<file path="src/rtl/dle_pkg.sv">
// Shared definitions for the dense layer engine: run states and the
// constant weight and bias tables. Assumes lane and element indices
// are small non-negative integers.
package dle_pkg;

    typedef enum logic [1:0] {
        ST_IDLE = 2'd0,
        ST_RUN  = 2'd1,
        ST_FIN  = 2'd2
    } run_state_t;

    // Weight of element idx for neuron lane; unused lanes get zero.
    function automatic logic signed [7:0] weight_of(input int lane, input int idx,
                                                    input int n_used);
        int v;
        if (lane >= n_used) return 8'sd0;
        v = ((3 * lane + 5 * idx) % 11) - 5;
        return 8'(v);
    endfunction

    // Bias of a neuron lane; unused lanes get zero.
    function automatic int bias_of(input int lane, input int n_used);
        if (lane >= n_used) return 0;
        return 24 * lane - 40;
    endfunction

endpackage

</file>
<file path="src/rtl/dle_sequencer.sv">
// Run control for the dense layer engine. Opens a run on start while
// idle, counts N_IN accepted elements, then spends one cycle in
// finalisation, in which the lanes register their results, and raises
// done for one cycle. Assumes N_IN >= 1.
module dle_sequencer #(
    parameter int N_IN = 8,
    parameter int CW   = 4
) (
    input  logic          clk,
    input  logic          rst_n,
    input  logic          start,
    input  logic          in_valid,
    output logic          in_ready,
    output logic          accept,
    output logic          first,
    output logic          clear,
    output logic          load_out,
    output logic [CW-1:0] idx,
    output logic          done
);
    import dle_pkg::*;

    localparam logic [CW-1:0] LAST_IDX = CW'(N_IN - 1);

    run_state_t    state;
    logic [CW-1:0] cnt;
    logic          done_q;

    // Handshake and lane control decoded from the state.
    always_comb begin
        in_ready = (state == ST_RUN);
        accept   = in_ready && in_valid;
        first    = accept && (cnt == '0);
        clear    = start && (state == ST_IDLE);
        load_out = (state == ST_FIN);
        idx      = cnt;
        done     = done_q;
    end

    // State, element counter and done pulse.
    always_ff @(posedge clk) begin
        if (!rst_n) begin
            state  <= ST_IDLE;
            cnt    <= '0;
            done_q <= 1'b0;
        end else begin
            done_q <= (state == ST_FIN);
            case (state)
                ST_IDLE: if (start) begin
                    state <= ST_RUN;
                    cnt   <= '0;
                end
                ST_RUN: if (accept) begin
                    if (cnt == LAST_IDX) state <= ST_FIN;
                    else                 cnt   <= cnt + 1'b1;
                end
                ST_FIN:  state <= ST_IDLE;
                default: state <= ST_IDLE;
            endcase
        end
    end

endmodule

</file>
<file path="src/rtl/dle_requant.sv">
// Output stage of one lane: ReLU, arithmetic right shift by SHIFT,
// clamp to 0..127. Purely combinational; assumes ACC_W > 8.
module dle_requant #(
    parameter int ACC_W = 16,
    parameter int SHIFT = 2
) (
    input  logic signed [ACC_W-1:0] acc,
    output logic        [7:0]       y
);
    logic signed [ACC_W-1:0] pos;
    logic        [ACC_W-1:0] shifted;

    // Zero negative sums, rescale, then saturate to seven bits.
    always_comb begin
        pos     = acc[ACC_W-1] ? '0 : acc;
        shifted = ACC_W'(pos >>> SHIFT);
        y       = (shifted > ACC_W'(127)) ? 8'd127 : {1'b0, shifted[6:0]};
    end

endmodule

</file>
<file path="src/rtl/dle_lane.sv">
// One neuron lane: constant weight column and bias, a wrapping signed
// accumulator and the registered requantised output byte. The bias is
// loaded on the first accepted element of a run.
module dle_lane #(
    parameter int LANE   = 0,
    parameter int N_USED = 3,
    parameter int ACC_W  = 16,
    parameter int BIAS_W = 16,
    parameter int SHIFT  = 2,
    parameter int CW     = 4
) (
    input  logic              clk,
    input  logic              rst_n,
    input  logic              clear,
    input  logic              accept,
    input  logic              first,
    input  logic              load_out,
    input  logic [CW-1:0]     idx,
    input  logic signed [7:0] x,
    output logic [7:0]        y
);
    localparam logic signed [BIAS_W-1:0] BIAS =
        BIAS_W'(dle_pkg::bias_of(LANE, N_USED));
    localparam logic signed [ACC_W-1:0] BIAS_EXT = ACC_W'(BIAS);

    logic signed [7:0]       w;
    logic signed [15:0]      prod;
    logic signed [ACC_W-1:0] prod_ext;
    logic signed [ACC_W-1:0] acc;
    logic        [7:0]       y_next;

    // Weight lookup and product for the current element.
    always_comb begin
        w        = dle_pkg::weight_of(LANE, int'(idx), N_USED);
        prod     = x * w;
        prod_ext = ACC_W'(prod);
    end

    // Accumulator: cleared on start, bias plus product on the first element.
    always_ff @(posedge clk) begin
        if (!rst_n)      acc <= '0;
        else if (clear)  acc <= '0;
        else if (accept) acc <= (first ? BIAS_EXT : acc) + prod_ext;
    end

    dle_requant #(.ACC_W(ACC_W), .SHIFT(SHIFT)) u_requant (
        .acc (acc),
        .y   (y_next)
    );

    // Output register, written only in the finalisation cycle.
    always_ff @(posedge clk) begin
        if (!rst_n)        y <= '0;
        else if (load_out) y <= y_next;
    end

endmodule

</file>
<file path="src/rtl/dense_layer_engine.sv">
// Top of the dense layer engine: one sequencer driving N_LANES parallel
// neuron lanes, one input element per accepted cycle. Lanes at index
// N_USED and above are padding with zero weights.
module dense_layer_engine #(
    parameter int N_IN    = 8,
    parameter int N_LANES = 4,
    parameter int N_USED  = 3,
    parameter int ACC_W   = 16,
    parameter int BIAS_W  = 16,
    parameter int SHIFT   = 2
) (
    input  logic                 clk,
    input  logic                 rst_n,
    input  logic                 start,
    input  logic                 in_valid,
    input  logic [7:0]           in_data,
    output logic                 in_ready,
    output logic                 done,
    output logic [8*N_LANES-1:0] out_vec
);
    localparam int CW = (N_IN > 1) ? $clog2(N_IN) : 1;

    logic          accept;
    logic          first;
    logic          clear;
    logic          load_out;
    logic [CW-1:0] idx;

    dle_sequencer #(.N_IN(N_IN), .CW(CW)) u_seq (
        .clk      (clk),
        .rst_n    (rst_n),
        .start    (start),
        .in_valid (in_valid),
        .in_ready (in_ready),
        .accept   (accept),
        .first    (first),
        .clear    (clear),
        .load_out (load_out),
        .idx      (idx),
        .done     (done)
    );

    // One lane per output neuron, each with its own table column.
    for (genvar j = 0; j < N_LANES; j++) begin : g_lane
        dle_lane #(
            .LANE   (j),
            .N_USED (N_USED),
            .ACC_W  (ACC_W),
            .BIAS_W (BIAS_W),
            .SHIFT  (SHIFT),
            .CW     (CW)
        ) u_lane (
            .clk      (clk),
            .rst_n    (rst_n),
            .clear    (clear),
            .accept   (accept),
            .first    (first),
            .load_out (load_out),
            .idx      (idx),
            .x        (in_data),
            .y        (out_vec[8*j +: 8])
        );
    end

endmodule

</file>
<file path="config.mk">
export PLATFORM = sky130hd
export DESIGN_NAME = dense_layer_engine
export DESIGN_NICKNAME = d
export VERILOG_FILES = /design/src/rtl/dle_pkg.sv /design/src/rtl/dle_sequencer.sv /design/src/rtl/dle_requant.sv /design/src/rtl/dle_lane.sv /design/src/rtl/dense_layer_engine.sv
export SDC_FILE = /design/constraint.sdc
export NUM_CORES = 1
export LEC_CHECK = 0
export CAP_MARGIN = 20
export CORE_ASPECT_RATIO = 0.75
export CORE_MARGIN = 5
export CORE_UTILIZATION = 50
export CTS_CLUSTER_SIZE = 12
export DETAILED_ROUTE_END_ITERATION = 12
export PLACE_DENSITY = 0.65
export SYNTH_ARGS = -nofsm -noshare
export SYNTH_HDL_FRONTEND = slang
export SYNTH_HIERARCHICAL = 1
export SYNTH_SLANG_ARGS = --single-unit
</file>
<file path="constraint.sdc">
create_clock -name clk -period 14.2 [get_ports clk]
set_input_delay 2.84 -clock clk [delete_from_list [all_inputs] [get_ports clk]]
set_output_delay 2.84 -clock clk [all_outputs]
set_load 0.005 [all_outputs]
</file>
## Yosys cells after proc, flatten, opt, wreduce, memory -nomap -nowiden

Cells that the tools add are included.

| word-level totals | value |
|---|---|
| register bits after elaboration | 78 |
| output and inout bits | 34 |
| word-level logic and storage cells | 62 |

| cells by class | value |
|---|---|
| muxes and demuxes | 17 |
| multipliers | 4 |
| order comparisons | 3 |
| divide/modulo/power cells | 3 |
| add/subtract/negate cells | 9 |
| bitwise gates (word level) | 1 |
| reductions and logical operators | 9 |
| equality and inequality tests | 7 |

Operator list:

| kind | number |
|---|---|
| $mod A32 B5 Y32 const B | 3 |
| $add A16 B16 Y16 | 3 |
| $gt A16 B7 Y1 const B | 3 |
| $mul A8 B8 Y16 | 3 |
| $mux W16 | 3 |
| $mux W15 | 3 |
| $add A3 B32 Y32 const A | 1 |
| $add A4 B32 Y32 const A | 1 |
| $sub A8 B4 Y8 const B | 3 |
| $mux W7 | 3 |
| $mux W3 | 3 |
| $mul A3 B3 Y6 const A | 1 |
| $mux W2 | 3 |
| $pmux W3 S2 | 1 |
| $ne A2 B1 Y1 const B | 2 |
| $ne A2 B2 Y1 const B | 2 |
| $pmux W2 S2 | 1 |
| $reduce_and A4 Y1 | 1 |
| $add A3 B1 Y3 const B | 1 |
| $eq A3 B3 Y1 const B | 1 |
| $logic_and A1 B1 Y1 | 3 |
| $logic_not A3 Y1 | 1 |
| $reduce_and A3 Y1 | 1 |
| $eq A2 B1 Y1 const B | 1 |
| other kinds (5) | 5 |

## Longest topological paths before layout

| logic depth | value |
|---|---|
| depth in word-level cells | 6 |
| mapped depth | 49 |
| depth with buffers taken out | 48 |

## Hierarchy

Netlist, hierarchy kept.

Modules (own cells, without submodules):

| module | area each (sq um) | sequential area each (sq um) | cells each | instances |
|---|---|---|---|---|
| dle_lane at g_lane[1].u_lane | 5165.0 | 480.5 | 580 | 1 |
| dle_lane at g_lane[0].u_lane | 5092.4 | 480.5 | 573 | 1 |
| dle_lane at g_lane[2].u_lane | 4937.2 | 480.5 | 548 | 1 |
| dle_requant | 102.6 | 0.0 | 17 | 4 |
| dle_lane at g_lane[3].u_lane | 305.3 | 160.2 | 26 | 1 |
| dle_sequencer | 294.0 | 120.1 | 28 | 1 |

## Worst setup path before layout

OpenSTA, ideal clock, no wires.

| path | value |
|---|---|
| path kind | flip-flop to flip-flop |
| from | reg u_seq.cnt[0] (netlist: u_seq/idx[0]) |
| to | reg g_lane[1].u_lane.acc[15] |
| path slack | 2849 ps |
| clock period less this slack | 11351 ps |
| cell stages (with the launch flop) | 45 |
| required time | 14078 ps |
| setup time | 122 ps |
| arrival | 11229 ps |
| path through | dfxtp_1 > ha_1 > ha_1 > ha_1 > xor2_1 > ha_1 > a31o_2 > nand2_1 > xnor2_1 > ha_1 > o211a_1 > o21a_2 > or4_4 > xnor2_2 > inv_1 > ha_1 > or2_2 > o32ai_2 > [... 9 more ...] > fa_1 > fa_1 > inv_1 > fa_1 > fa_1 > inv_1 > fa_1 > inv_1 > ha_1 > inv_1 > o21bai_1 > a21oi_1 > o21bai_1 > a21oi_1 > o21ai_0 > or4_1 > and3_1 > a311o_1 |

| on the way | value |
|---|---|
| word-level cells in the longest chain between the ends | 6 |

RTL lines:

| what | line | RTL |
|---|---|---|
| from (decl) | dle_sequencer.sv:26 | `logic [CW-1:0] cnt;` |
| from (signal assigned) | dle_sequencer.sv:55 | `else cnt <= cnt + 1'b1;` |
| $mul A3 B3 Y6 | - |  |
| $add A3 B32 Y32 | dle_pkg.sv:17 | `v = ((3 * lane + 5 * idx) % 11) - 5;` |
| $mod A32 B5 Y32 | dle_pkg.sv:17 |  |
| $sub A8 B4 Y8 | dle_pkg.sv:17 |  |
| $mul A8 B8 Y16 | dle_lane.sv:35 | `prod = x * w;` |
| $add A16 B16 Y16 * | dle_lane.sv:43 | `else if (accept) acc <= (first ? BIAS_EXT : acc) + prod_ext;` |
| to (signal assigned) | dle_lane.sv:43 |  |
| to (decl) | dle_lane.sv:29 | `logic signed [ACC_W-1:0] acc;` |

Mark *: on every way between the ends. The rest lies on a longest branch, timed or not.
A chain may end at the register's enable or synchronous reset.

## Final worst setup path

| path | value |
|---|---|
| from | reg u_seq.cnt[1] (netlist: u_seq/idx[1]) |
| to | reg g_lane[1].u_lane.acc[15] |

Same word-level chain as after synthesis.

==> results.py <==
metrics = {
    "synthesis": {
        "cell_area_after_technology_mapping_mm2": 0.0162,
        "post_synth_edffs": 0,
        "synth.lib_cells_used.distinct": 112,
        "synth_async_sr_flop_share": 0,
        "synthesis.area_per_instance_um2": 8.89,
        "yosysSeqAreaShare": 0.106,
        "synthFlopType": "dfxtp_1",
        "synth_cells": 1823,
        "yosys_warnings": 6,
        "synth-seq-cells": 86,
    },
    "worst_setup_path": {
        "worst_reg2reg_path_length_in_cells": 43,
        "setup.worst_path.end_class": "flip-flop",
        "critical_path_arrival_ns": 12.92,
        "reg2reg_from": "u_seq/idx[1]$_SDFFE_PN0P_",
        "slowest_stage_delay_cp_ns": 0.89,
        "startpoint_type": "flip-flop",
        "ff_to_ff_setup_slack_ns": 1.54,
        "critical_path.endpoint": "g_lane[1].u_lane/acc[15]$_SDFFE_PP0P_",
        "cp_slowest_cell": "dfxtp_1",
        "startpoint_of_the_worst_setup_timing_path": "u_seq/idx[1]$_SDFFE_PN0P_",
        "crit_fanout": 24,
        "cp.required_ns": 14.46,
        "critical-path-top-cell-by-count": "ha_1",
        "crit-reg2reg-capture": "g_lane[1].u_lane/acc[15]$_SDFFE_PP0P_",
        "timing.setup.critical_path_class": "reg2reg",
    },
    "clocking": {
        "postCtsSetupRepairBufs": 0,
        "cts_num_sinks": 86,
        "cts_max_path_buffers": 2,
        "clk_pin_slew_worst_paths_ns": 0.07,
        "clockRootBuffer": "clkbuf_16",
        "cts_resized": 0,
        "cts_hold_buf": 0,
        "tritoncts.num_buffers": 9,
        "clock_latency_ns": 0.37,
        "cts_tree": "yes",
        "cts-htree-levels": 3,
    },
    "pwr": {
        "total_leakage_power_nw": 7.96,
        "power-per-cell-area_mw_per_mm2": 242,
        "ir_drop_uv": 492,
    },
    "floorplan": {
        "core_mm2": 0.0322,
        "initial_core_util": 0.504,
        "die_width_um": 218,
        "fp_rows": 57,
        "fp.dieH_um": 166,
        "dieArea_mm2": 0.0361,
        "pin_count": 46,
    },
    "run": {
        "max-cap-violations": 0,
    },
    "route": {
        "antenna_violating_nets_post_route": 0,
        "avgRoutedWirePerCell_um": 15.6,
        "post-route-drc-count": 0,
        "postRouteWirelength_mm": 36.3,
        "vias_cell": 5.48,
        "detailedRoute.firstPassIterationCount": 5,
        "detailroute.via_count": 12700,
        "drt_iter0_drc": 815,
    },
    "global_routing": {
        "grt_max_degree": 49,
        "globalRouteTotalUtil": 0.208,
        "grt_antenna_before_repair": 0,
        "grt_pass1_vias": 12800,
        "grt_overflow": 0,
        "grt_first_pass_wirelength_mm": 63.2,
    },
    "sta": {
        "fin_tns_setup_ns": 0,
        "final-setup-viol-count": 0,
        "final_max_slew_viol_count": 0,
        "achievable-frequency_mhz": 79.0,
        "maxSlewHeadroom": 0.248,
        "worstMarginPinSlew_ns": 1.12,
        "skew_ns": 0.0123,
        "rsz0062_at_grt": "false",
        "finalHoldWorstSlack_ns": 0.490,
        "final_period_demand_of_the_worst_path_ns": 12.66,
        "report.final.hold_viol_count": 0,
        "min_period_over_period": 0.892,
    },
    "run_status": {
        "result_of_the_run": "finished, final reports clean",
    },
    "place": {
        "hpwlAfterDp_mm": 28.8,
        "routabilityCongestion": 0.896,
        "placedCellCount": 2302,
        "placement.io_buffers": 45,
    },
    "final_layout": {
        "final_layout_size_suffix_gt1_frac": 0.0528,
        "layout.nets": 2241,
        "area_delta_synth_final_pct": 7.95,
        "antenna-diode-count": 0,
        "instances_no_fill": 2318,
        "filler_cell_count": 2958,
        "final_util": 0.544,
    },
    "min_path": {
        "hp-class": "reg2reg",
    },
}
## placed cells by master (no fill, tap or decap), types with 10 or more instances in the layout
cell	n
o21ai_0	30
a21o_1	20
clkdlybuf4s50_1	45
xor2_1	13
or3_1	10
a21oi_1	89
nor2b_1	52
nand3_1	35
nand2_1	97
fa_1	218
dfxtp_1	86
nor2_1	109
conb_1	36
ha_1	140
a211oi_1	15
xnor2_1	62
nand2b_1	57
nor3_1	46
mux2i_1	80
buf_4	16
and3_1	13
o21bai_1	15
and2_1	75
nor3b_1	13
inv_1	285
## stage by stage
stage	setup slack [ns]	total power, mW	area [µm²]
global route	0.660	4.85	17500
CTS	1.63	4.29	17500
floorplan	2.85	3.30	16300
detailed placement	1.69	3.95	17100
global placement	2.08	3.89	17100
finish	1.54	4.24	17500
## cell usage after synthesis, types with 5 or more instances
library cell,instances,area (µm²)
buf_2,15,75.1
o31ai_1,7,52.6
a32oi_1,5,43.8
o21ai_0,30,150
conb_1,5,18.8
xor2_1,13,114
inv_1,285,1070
and2_1,75,469
o21ai_1,9,45.0
nor3_1,46,230
nor2_1,109,409
o211ai_1,9,67.6
clkbuf_1,24,90.1
o221ai_1,5,43.8
a211oi_1,15,113
a22oi_1,5,37.5
or3_1,10,62.6
o21bai_1,15,113
dfxtp_1,86,1720
a31oi_1,9,56.3
a211o_1,6,52.6
o32ai_1,5,43.8
o21a_1,6,45.0
nor4_4,5,106
ha_1,140,1750
o22ai_1,5,31.3
nor2b_1,52,325
nand2_1,97,364
and3_1,13,81.3
nand2b_1,57,357
fa_1,218,4360
a21o_1,20,150
a31o_2,5,43.8
nand3_1,35,175
nor3b_1,14,105
xnor2_1,62,543
mux2i_1,80,801
buf_6,9,101
o211a_1,6,60.1
a21oi_1,89,445
## cells by family after synthesis
logic type / share of synthesized area
mux: 0.0534
buf+inv: 0.0860
flops: 0.106
fa+ha+maj: 0.377
xor+xnor: 0.0456
simple gates: 0.193
compound gates: 0.138
other cells: 0.00116
## worst min path at each step
stage | startpoint | endpoint | slack (ns) | cells after the start
floorplan | u_seq/state[1]$_SDFFE_PN0P_ | u_seq/state[0]$_SDFFE_PN0P_ | 0.45 | 1
global placement | g_lane[1].u_lane/acc[0]$_SDFFE_PP0P_ | g_lane[1].u_lane/acc[0]$_SDFFE_PP0P_ | 0.47 | 2
detailed placement | g_lane[0].u_lane/acc[0]$_SDFFE_PP0P_ | g_lane[0].u_lane/acc[0]$_SDFFE_PP0P_ | 0.48 | 2
CTS | g_lane[2].u_lane/acc[0]$_SDFFE_PP0P_ | g_lane[2].u_lane/acc[0]$_SDFFE_PP0P_ | 0.50 | 2
global route | g_lane[2].u_lane/acc[6]$_SDFFE_PP0P_ | g_lane[2].u_lane/acc[6]$_SDFFE_PP0P_ | 0.54 | 2
finish | g_lane[2].u_lane/acc[0]$_SDFFE_PP0P_ | g_lane[2].u_lane/acc[0]$_SDFFE_PP0P_ | 0.49 | 2
## sequential cells by signal, summed over array words and instances, names as in the netlist
signal and flops:
u_seq/idx 3, u_seq/state 2, g_lane.u_lane/y 32, g_lane.u_lane/acc 48
u_seq/done 1
## cell type report
class	instances	area, µm²	area share
Multi-Input combinational cell	1424	13200	0.755
Sequential cell	86	1720	0.0984
Inverter	289	1090	0.0621
Timing Repair Buffer	61	571	0.0326
Tap cell	442	553	0.0316
Clock buffer	13	260	0.0149
Clock inverter	3	90.1	0.00515
## report_power, final
part | internal [mW] | switching (mW) | leakage, nW
combinational | 1.69 | 1.94 | 7.09
sequential | 0.276 | 0.0483 | 0.695
clock | 0.182 | 0.102 | 0.170
total | 2.14 | 2.09 | 7.96
## worst max-delay path, delay by kind of cell (launching register included)
kind / cells / cell delay [ns]
adders and majority gates: 12 / 4.86
AOI/OAI and AO/OA: 13 / 2.60
and+or+nand+nor: 8 / 2.14
xor gates and xnor gates: 5 / 1.71
DFF: 1 / 0.89
buffers and inverters: 5 / 0.32
## per-layer routing
layer  global-route usage  vias to the layer above  routed length (µm)
met5                    0                        -                   0
met4               0.0349                        0                 363
met3               0.0354                       33                1570
met2                0.331                      281               16500
met1                0.304                     6272               17800
li1                     -                     6125                   -
No activity file was read; power rests on OpenSTA's default activity.
